File: src/rtl/pxp_pkg.sv
`timescale 1ns/1ps
package pxp_pkg;
  localparam int BYTE_W = 8;
  localparam int CNT_W  = $clog2(BYTE_W);
  localparam int ID_W   = 2;
  localparam int MODE_W = 2;
  // control byte field positions (decoded by the control FSM)
  localparam int ID_HI  = 7;
  localparam int ID_LO  = 6;
  localparam int RS_BIT = 5;
  localparam int RW_BIT = 4;

  typedef enum logic [MODE_W-1:0] {
    CMP_ANY  = 2'd0,
    CMP_RISE = 2'd1,
    CMP_FALL = 2'd2,
    CMP_EQ   = 2'd3
  } cmpMode_e;

  typedef struct packed {
    logic              startTx;
    logic              loadTx;
    logic              loadLive;
    logic              regSel;
    logic              shiftTx;
    logic              wrEn;
    logic              setMode;
    logic              clrFlag;
    logic [BYTE_W-1:0] byteIn;
  } strobe_t;
endpackage

File: src/rtl/pxp_ctrl.sv
`timescale 1ns/1ps
module pxp_ctrl
  import pxp_pkg::*;
(
  input  logic            clk,
  input  logic            rstN,
  input  logic            ceN,
  input  logic            sck,
  input  logic            mosi,
  input  logic [ID_W-1:0] idStrap,
  output strobe_t         stb,
  output logic            misoOe
);
  typedef enum logic [2:0] {PH_IDLE, PH_CTRL, PH_READ, PH_WRITE, PH_HOLD} phase_e;

  phase_e            phase;
  logic              sckQ, ceNQ, cpol, rsQ;
  logic [CNT_W-1:0]  bitCnt;
  logic [BYTE_W-2:0] rxShift;

  logic ceFall, active, sckRise, sckFall, latchEdge, shiftEdge, byteDone, idMatch;
  logic [BYTE_W-1:0] byteIn;

  assign ceFall    = ceNQ & ~ceN;
  assign active    = ~ceN & ~ceNQ;
  assign sckRise   = sck & ~sckQ;
  assign sckFall   = ~sck & sckQ;
  assign latchEdge = active & (cpol ? sckFall : sckRise);
  assign shiftEdge = active & (cpol ? sckRise : sckFall);
  assign byteDone  = latchEdge && (bitCnt == CNT_W'(BYTE_W-1));
  assign byteIn    = {rxShift, mosi};
  assign idMatch   = (byteIn[ID_HI:ID_LO] == idStrap);

  always_comb begin
    stb          = '0;
    stb.byteIn   = byteIn;
    stb.regSel   = (phase == PH_CTRL) ? byteIn[RS_BIT] : rsQ;
    stb.startTx  = ceFall;
    stb.shiftTx  = shiftEdge && (phase != PH_IDLE);
    if (byteDone) begin
      unique case (phase)
        PH_CTRL: if (idMatch) begin
          stb.setMode  = 1'b1;
          stb.clrFlag  = 1'b1;
          stb.loadTx   = 1'b1;
          stb.loadLive = ~byteIn[RW_BIT];
        end
        PH_READ: begin
          stb.loadTx   = 1'b1;
          stb.loadLive = 1'b1;
        end
        PH_WRITE: stb.wrEn = 1'b1;
        default: ;
      endcase
    end
  end

  always_ff @(posedge clk or negedge rstN) begin
    if (!rstN) begin
      sckQ    <= 1'b0;
      ceNQ    <= 1'b1;
      cpol    <= 1'b0;
      rsQ     <= 1'b0;
      phase   <= PH_IDLE;
      bitCnt  <= '0;
      rxShift <= '0;
      misoOe  <= 1'b0;
    end else begin
      sckQ <= sck;
      ceNQ <= ceN;
      if (ceN) begin
        phase  <= PH_IDLE;
        misoOe <= 1'b0;
        bitCnt <= '0;
      end else if (ceFall) begin
        phase  <= PH_CTRL;
        cpol   <= sck;
        bitCnt <= '0;
        misoOe <= 1'b1;
      end else if (latchEdge) begin
        rxShift <= byteIn[BYTE_W-2:0];
        bitCnt  <= byteDone ? '0 : bitCnt + 1'b1;
        if (byteDone) begin
          unique case (phase)
            PH_CTRL: begin
              if (idMatch) begin
                rsQ   <= byteIn[RS_BIT];
                phase <= byteIn[RW_BIT] ? PH_WRITE : PH_READ;
              end else begin
                phase  <= PH_HOLD;
                misoOe <= 1'b0;
              end
            end
            PH_WRITE: begin
              phase  <= PH_HOLD;
              misoOe <= 1'b0;
            end
            default: ;
          endcase
        end
      end
    end
  end
endmodule

File: src/rtl/pxp_datapath.sv
`timescale 1ns/1ps
module pxp_datapath
  import pxp_pkg::*;
(
  input  logic              clk,
  input  logic              rstN,
  input  strobe_t           stb,
  input  logic [BYTE_W-1:0] pinIn,
  output logic [BYTE_W-1:0] dataReg,
  output logic [BYTE_W-1:0] dirReg,
  output logic              miso
);
  logic [BYTE_W-1:0] pinQ, pinPrev, inMask, chgBit, riseBit, fallBit, liveVal, selVal, statusByte;
  logic [BYTE_W:0]   txShift;
  logic              seeded, flag, snapFlag, eqHit, hit, cmpEvent;
  cmpMode_e          cmpMode;

  assign inMask = ~dirReg;

  for (genvar i = 0; i < BYTE_W; i++) begin : g_pinEvt
    assign chgBit[i]  = inMask[i] & (pinQ[i] ^ pinPrev[i]);
    assign riseBit[i] = inMask[i] & pinQ[i] & ~pinPrev[i];
    assign fallBit[i] = inMask[i] & ~pinQ[i] & pinPrev[i];
    assign liveVal[i] = dirReg[i] ? dataReg[i] : pinQ[i];
  end

  assign eqHit = (|inMask) && ((pinQ & inMask) == (dataReg & inMask));

  always_comb begin
    unique case (cmpMode)
      CMP_ANY:  hit = |chgBit;
      CMP_RISE: hit = |riseBit;
      CMP_FALL: hit = |fallBit;
      default:  hit = eqHit;
    endcase
  end

  assign cmpEvent   = seeded & hit;
  assign selVal     = stb.regSel ? dirReg : (stb.loadLive ? liveVal : dataReg);
  assign statusByte = {flag, {(BYTE_W-1-MODE_W){1'b0}}, cmpMode};
  assign miso       = txShift[BYTE_W];

  always_ff @(posedge clk or negedge rstN) begin
    if (!rstN) begin
      pinQ     <= '0;
      pinPrev  <= '0;
      seeded   <= 1'b0;
      flag     <= 1'b0;
      snapFlag <= 1'b0;
      cmpMode  <= CMP_ANY;
      txShift  <= '0;
      dataReg  <= '0;
      dirReg   <= '0;
    end else begin
      pinQ <= pinIn;
      if (!seeded) begin
        pinPrev <= pinIn;
        seeded  <= 1'b1;
      end else begin
        pinPrev <= pinQ;
      end

      flag <= cmpEvent | (flag & ~(stb.clrFlag & snapFlag));
      if (stb.startTx) snapFlag <= flag;
      if (stb.setMode) cmpMode <= cmpMode_e'(stb.byteIn[MODE_W-1:0]);

      if (stb.startTx)      txShift <= {statusByte, 1'b0};
      else if (stb.loadTx)  txShift <= {txShift[BYTE_W], selVal};
      else if (stb.shiftTx) txShift <= {txShift[BYTE_W-1:0], 1'b0};

      if (stb.wrEn) begin
        if (stb.regSel) dirReg  <= stb.byteIn;
        else            dataReg <= stb.byteIn;
      end
    end
  end
endmodule

File: src/rtl/spi_port_expander.sv
`timescale 1ns/1ps
module spi_port_expander
  import pxp_pkg::*;
(
  input  logic              clk,
  input  logic              rstN,
  input  logic              ceN,
  input  logic              sck,
  input  logic              mosi,
  input  logic [ID_W-1:0]   idStrap,
  input  logic [BYTE_W-1:0] pinIn,
  output logic              miso,
  output logic              misoOe,
  output logic [BYTE_W-1:0] pinOut,
  output logic [BYTE_W-1:0] pinOe
);
  strobe_t stb;

  pxp_ctrl u_ctrl (
    .clk(clk), .rstN(rstN), .ceN(ceN), .sck(sck), .mosi(mosi),
    .idStrap(idStrap), .stb(stb), .misoOe(misoOe)
  );

  pxp_datapath u_dp (
    .clk(clk), .rstN(rstN), .stb(stb), .pinIn(pinIn),
    .dataReg(pinOut), .dirReg(pinOe), .miso(miso)
  );
endmodule

File: config.mk
export PLATFORM = sky130hd
export DESIGN_NAME = spi_port_expander
export DESIGN_NICKNAME = d
export VERILOG_FILES = /design/src/rtl/pxp_pkg.sv /design/src/rtl/pxp_ctrl.sv /design/src/rtl/pxp_datapath.sv /design/src/rtl/spi_port_expander.sv
export SDC_FILE = /design/constraint.sdc
export NUM_CORES = 1
export LEC_CHECK = 0
export ABC_AREA = 1
export CORE_MARGIN = 2
export CORE_UTILIZATION = 57
export CTS_CLUSTER_DIAMETER = 100
export CTS_CLUSTER_SIZE = 28
export DETAILED_ROUTE_END_ITERATION = 10
export DONT_BUFFER_PORTS = 1
export PLACE_DENSITY_LB_ADDON = 0.3
export SYNTH_ARGS = -nofsm -noshare
export SYNTH_HDL_FRONTEND = slang
export SYNTH_SLANG_ARGS = --single-unit
File: constraint.sdc
create_clock -name clk -period 1.7 [get_ports clk]
set_clock_uncertainty 0.15 [all_clocks]
set_input_delay 0.085 -clock clk [delete_from_list [all_inputs] [get_ports clk]]
set_output_delay 0.085 -clock clk [all_outputs]
set_load 0.005 [all_outputs]
==> results of run 1 <==
cell type report:
cell class,instances,share of cell area
Clock buffer,10,0.0288
Tap cell,72,0.0203
Timing Repair Buffer,74,0.144
Clock inverter,6,0.0158
Multi-Input combinational cell,289,0.381
Sequential cell,64,0.362
Timing Repair inverter,2,0.00339
Inverter,51,0.0446
cell families after synthesis:
logic type | synth area share
AO/OA/AOI/OAI | 0.151
XOR/XNOR | 0.00265
adder cells (fa/ha/maj) | 0.00757
buffers and inverters | 0.0750
flip-flops | 0.485
multiplexers | 0.0136
other | 0.00114
AND/OR/NAND/NOR | 0.264
cells in the final DEF, fill, tap and decap left out, types with 2 or more instances in the layout:
cell / instances
a21oi_1: 32
a21oi_2: 5
buf_12: 2
buf_4: 54
buf_6: 6
clkbuf_8: 9
clkinv_4: 2
clkinvlp_4: 6
dfrtp_1: 63
dlygate4sd3_1: 11
inv_1: 43
inv_2: 6
mux2_2: 2
mux2_4: 2
nand2_1: 86
nand2_2: 12
nand2_4: 9
nand3_1: 11
nand3_2: 2
nand3b_1: 2
nand4_1: 6
nor2_1: 37
nor2_2: 3
nor2_4: 10
nor3_1: 7
nor3_2: 3
o21a_1: 2
o21ai_0: 18
o21ai_1: 10
o21ai_2: 11
o22ai_1: 2
critical path, stage by stage, from the launching register on:
cell and delay [ps]:
dfrtp_1 420, inv_1 80, nand2_2 80, nor2_4 160, inv_2 80, nand2_1 90, o21ai_2 90, buf_4 190
a21oi_1 190, nand2_1 110, nand2_1 130, nand2_1 80, nand2_1 80, nand2_1 60
flip-flops by register name, summed over array words and instances (netlist names):
signal and count:
u_dp.cmpMode 2, u_ctrl.bitCnt 3, u_dp.pinQ 8, u_dp.seeded 1
u_dp.txShift 9, u_ctrl.misoOe 1, u_ctrl.rsQ 1, u_dp.snapFlag 1
u_dp.dirReg 8, u_ctrl.rxShift 7, u_ctrl.phase 3, u_ctrl.sckQ 1
u_ctrl.ceNQ 1, u_ctrl.cpol 1, u_dp.pinPrev 8, u_dp.dataReg 8
u_dp.flag 1
through the flow:
stage,instance area (µm²),std cells
floorplan,3340,411
global placement,3780,528
detailed placement,3780,528
CTS,4260,564
global route,4430,568
finish,4430,568
where the power goes:
group          switching (mW)  internal [mW]  leakage [nW]  total, mW
Combinational           0.385          0.254          1.32      0.639
Clock                   0.624          0.681        0.0887       1.31
Sequential              0.151           1.66         0.753       1.81
path summary, 6_finish.rpt:
check	startpoint	endpoint	slack, ps	depth (start not counted)
worst max-delay path	u_ctrl.phase[2]$_DFFE_PN0P_	u_dp.txShift[1]$_DFFE_PN0P_	-420	13
worst min register to register	u_dp.txShift[2]$_DFFE_PN0P_	u_dp.txShift[2]$_DFFE_PN0P_	350	2
min in group clk	idStrap[0]	u_ctrl.phase[0]$_DFFE_PN0P_	120	4
worst max register to register	u_ctrl.phase[2]$_DFFE_PN0P_	u_dp.txShift[1]$_DFFE_PN0P_	-420	13
worst min-delay path	rstN	u_dp.dataReg[3]$_DFFE_PN0P_	-730	0
max in group asynchronous	rstN	u_ctrl.ceNQ$_DFF_PN1_	1930	0
metal layers:
| layer | global-route usage | share of wire | vias up |
|---|---|---|---|
| met4 | 0.124 | 0.038 | 0 |
| met1 | 0.390 | 0.39 | 1599 |
| met3 | 0.0820 | 0.092 | 50 |
| met2 | 0.514 | 0.48 | 218 |
| li1 | - | - | 1507 |
| met5 | 0 | 0 | - |
repair_timing:
action	CTS	global route
setup buffers	7	6
hold endpoints to repair	95	64
pin swaps	8	15
gates cloned	2	0
gates resized for setup	40	45
endpoints found under the setup margin	31	39
==> metrics.txt, run 1 <==
Initial DRC Count 471; setup_tns -4980 ps; Slew Viols, Final 0; Max-cap violations 0; Syn Area/Cell 8.04 µm²; P_leak 2.16 nW; ys async rst share 1.00; Yosys reg bits 64; post-DR vias/cell 5.94; Power Dens Cells 847 nW/µm²; area leader, netlist dfrtp_1; Hold Buf Count CTS 11; top_reg_cell synth dfrtp_1; fin crit period 2120 ps; sequential-to-total area share from yosys stat 0.485; CTS root buf clkbuf_8; final setup vio count 28; # diodes 0; WS Path Type flop to flop; largest net degree at the start of global routing 65; Fin. Hold Viols 64; synthesized area 3300 µm²; initial antenna violation count 0; failing checks hold timing, setup timing; CTS max path bufs 2; Synth area leaders dfrtp_1 (48%), nand2_1 (12%), a21oi_1 (5.6%); pre-CTS setup slack -177 ps; Util after Layout 0.800; Worst VDD drop 0.783 mV; clk slew on worst S/H paths 80 ps; most common cell in the netlist nand2_1; cts bufs inserted 9; share of cells above drive strength 1 0.315; IO Pins 33; Core Footprint 5540 µm²; DR WL/cell 18.9 µm; CTS sink cnt 64; H-tree Lvls 3; die area 6420 µm²; router iterations before antenna repair 5; I/O Buffers 0; Remaining DRCs 0; worst setup margin -419 ps; CTS tree built; GPL Wtd Cong 0.918; Data arrival, critical path 2200 ps; Area Growth Syn to Fin 34.2%; multi-input logic area 1690 µm²; Antenna Nets Post-Route 0; EDFF count, synth 0; GRT Resource Usage Total 0.311; first-pass GRT wire length 14,900 µm; via count 3,374; Initial Util 0.596; startpoint types flop; syn_nets 428; final net count 508; # fillers 324; Hold Crit Class primary input to async pin; die span in x 80.1 µm; Final Total Pwr 3.75 mW; post-synth top area share 0.477; row cnt 27; crit share post-route 1.25; vias in the first global route 3,136; yosys warns 0; outcome finished with violations; Overflow after GRT 0; worst skew pair latency 350 ps; cell count after synthesis 411; maximum clock rate 472 MHz; RSZ-0062 raised after global routing true; CP max FO 9; Req. time, crit path 1780 ps; top cells by count, synth nand2_1 (102), dfrtp_1 (63), inv_1 (46); Reg area 1600 µm²; routed wire length 10,800 µm; Post-DP HPWL 6340 µm; Crit. End Element flop; post-synth cell types 41; Die Height 80.1 µm; hold_ws -725 ps
Note: power is estimated with default switching activity, not from simulation.
==> run 2, diff against run 1 <==
- CORE_UTILIZATION: 57 -> 59
- CTS_BUF_LIST: default -> sky130_fd_sc_hd__clkbuf_2 sky130_fd_sc_hd__clkbuf_4 sky130_fd_sc_hd__clkbuf_8
==> run 2 against run 1 <==
  * The flow finishes with violations (setup timing)
  * Largest power group unchanged
  * Combinational power down 3%
  * Flip-flop and latch count unchanged
  * Critical endpoint is now u_dp.txShift[7]$_DFFE_PN0P_
  * Largest cell class unchanged
  * Clock-buffer cell count down 1
==> metrics.txt, run 2 (synthesis results as in run 1) <==
RSZ-0062 raised after global routing true; crit share post-route 1.15 (-0.0971); most used cell, CP nand2_1; failing checks setup timing; Area Growth Syn to Fin 31.9%; R2R depth 11 (-2); Biggest register u_dp.txShift; reg2reg start u_ctrl.sckQ$_DFF_PN0_; Crit. End Element flop; DR WL/cell 17.1 µm (-9.5%); CTS tree built; CTS max path bufs 2 (unchanged); cts bufs inserted 9 (unchanged); fin crit period 1950 ps (-165 ps); # diodes 0 (unchanged); Antenna Nets Post-Route 0 (unchanged); max reg flops 9 (unchanged); die area 6210 µm² (-3.2%); WP buf/inv 3 (unchanged); Initial DRC Count 430 (-8.7%); CP max FO 12 (+3); worst skew pair latency 370 ps (+20 ps); startpoint types flop; initial antenna violation count 0 (unchanged); CTS sink cnt 64 (unchanged); via count 3,224 (-4.4%); Remaining DRCs 0 (unchanged); Slew Viols, Final 0 (unchanged); reg-to-reg slack, setup -250 ps (+170 ps); final net count 504 (-0.79%); commonest non-fill, non-tap cell in the layout nand2_1; Worst VDD drop 0.776 mV (-1.0%); die span in x 78.8 µm (-1.6%); Overflow after GRT 0 (unchanged); router iterations before antenna repair 7 (+2); P_leak 2.13 nW (-1.5%); Initial Util 0.604 (+0.00736); worst stage delay on the critical path 410 ps (about the same); Power Dens Cells 836 nW/µm² (-1.3%); Post-DP HPWL 6340 µm (-0.12%); H-tree Lvls 3 (unchanged); Critical Path Source u_ctrl.sckQ$_DFF_PN0_; Data arrival, critical path 2110 ps (-90 ps); GRT Resource Usage Total 0.315 (+0.00389); first-pass GRT wire length 14,800 µm (-1.0%); hold_ws 15.7 ps (+741 ps); Crit-path slowest cell dfrtp_1; IO Pins 33 (unchanged); largest net degree at the start of global routing 65 (unchanged); Die Height 78.8 µm (-1.6%); CP top delay family simple AND/OR/NAND/NOR gates; WL met2 4580 µm (-12%); share of cells above drive strength 1 0.309 (-0.00557); maximum clock rate 512 MHz (+8.5%); Util after Layout 0.796 (-0.00361); crit path cell chain inv_1 -> nand3b_1 -> nand2_2 -> nand3_4 -> o21ai_4 -> buf_12 -> buf_4 -> a21oi_1 -> o21ai_1 -> nand2_1 -> nand2_1; I/O Buffers 0 (unchanged); clk slew on worst S/H paths 80 ps (about the same); Worst Min Path Start idStrap[0]; GPL Wtd Cong 0.940 (+2.4%); hold path endpoint u_dp.cmpMode[0]$_DFFE_PN0N_; post-DR vias/cell 5.72 (-3.8%); WS Path Type flop to flop; routed wire length 9670 µm (-10%); CTS root buf clkbuf_8; uppermost layer routed met4; final setup vio count 25 (-11%); row cnt 27 (unchanged); Req. time, crit path 1850 ps (+70 ps); Hold Crit Class primary input to flop; vias in the first global route 3,036 (-3.2%); Fin. Hold Viols 0 (-100%); Max-cap violations 0 (unchanged); outcome finished with violations; M1 WL 3790 µm (-8.6%); Worst R2R End u_dp.txShift[7]$_DFFE_PN0P_; Met3 Wirelength 875 µm (-11%); Core Footprint 5470 µm² (-1.2%); hold depth 4; commonest cells after routing, fill and taps aside nand2_1 (88), dfrtp_1 (62), buf_4 (50), inv_1 (39), nor2_1 (38); worst setup margin -254 ps (+165 ps)
run 2: cell types whose count changed in the layout (fill, tap and decap cells not counted), moves of 2 or more:
cell        change
inv_1           -4
clkinvlp_4      -4
inv_6           +2
a21oi_2         -3
nor3_2          -2
nor2_4          -2
inv_2           +4
nand2_4         -4
buf_4           -4
nand2_1         +2
nand2_2         +2
a21oi_1         +3
run 2: final cells by class:
| type | instances | area, µm² |
|---|---|---|
| tap | 72 | 90.1 |
| fill | 338 | 1110 |
| clock buffer | 9 | 124 |
| clock inverter | 7 | 56.3 |
| timing repair buffer | 71 | 622 |
| inverter | 51 | 198 |
| timing repair inverter | 1 | 5.00 |
| multi-input combinational | 289 | 1660 |
| sequential | 64 | 1600 |
run 2: worst max-delay path by stage:
stage / to / cells after the start
after floorplan: u_dp.dirReg[0]$_DFFE_PN0P_ / 7
after global placement: u_dp.txShift[2]$_DFFE_PN0P_ / 12
after detailed placement: u_dp.txShift[1]$_DFFE_PN0P_ / 12
after CTS: u_dp.txShift[1]$_DFFE_PN0P_ / 12
after global routing: u_dp.txShift[1]$_DFFE_PN0P_ / 12
final: u_dp.txShift[7]$_DFFE_PN0P_ / 11
run 2: stage by stage:
stage               setup TNS (ps)  cells  instance area [µm²]  setup WS (ps)  total power, mW
finish                       -4250    564                 4360           -254             3.64
global route                 -6510    564                 4360           -359             3.80
CTS                          -2310    551                 4110           -202             3.55
detailed placement           -2780    519                 3710           -189             2.28
global placement             -1040    519                 3710           -128             2.25
floorplan                     -213    411                 3340          -74.0             2.10
run 2: power by group:
| group | internal, mW | switching [mW] | total (mW) |
|---|---|---|---|
| Combinational | 0.252 | 0.368 | 0.620 |
| Clock | 0.542 | 0.674 | 1.22 |
| Sequential | 1.66 | 0.148 | 1.81 |
run 2: repair_timing:
action,in CTS,in global routing
endpoints found under the hold margin,97,64
resized for setup,33,43
endpoints found under the setup margin,26,34
setup buffers,5,10
gates cloned,0,1
pin swaps,7,10
hold buffers,11,2
run 2: per-layer routing:
layer | global-route usage | up-vias
li1 | - | 1497
met1 | 0.409 | 1492
met2 | 0.493 | 180
met3 | 0.102 | 55
met4 | 0.126 | 0
met5 | 0 | -
run 2: tightest hold or removal path: stages:
cell and delay (ps):
xnor2_2 80, nand4_4 110, nor3_1 70, a21oi_1 130
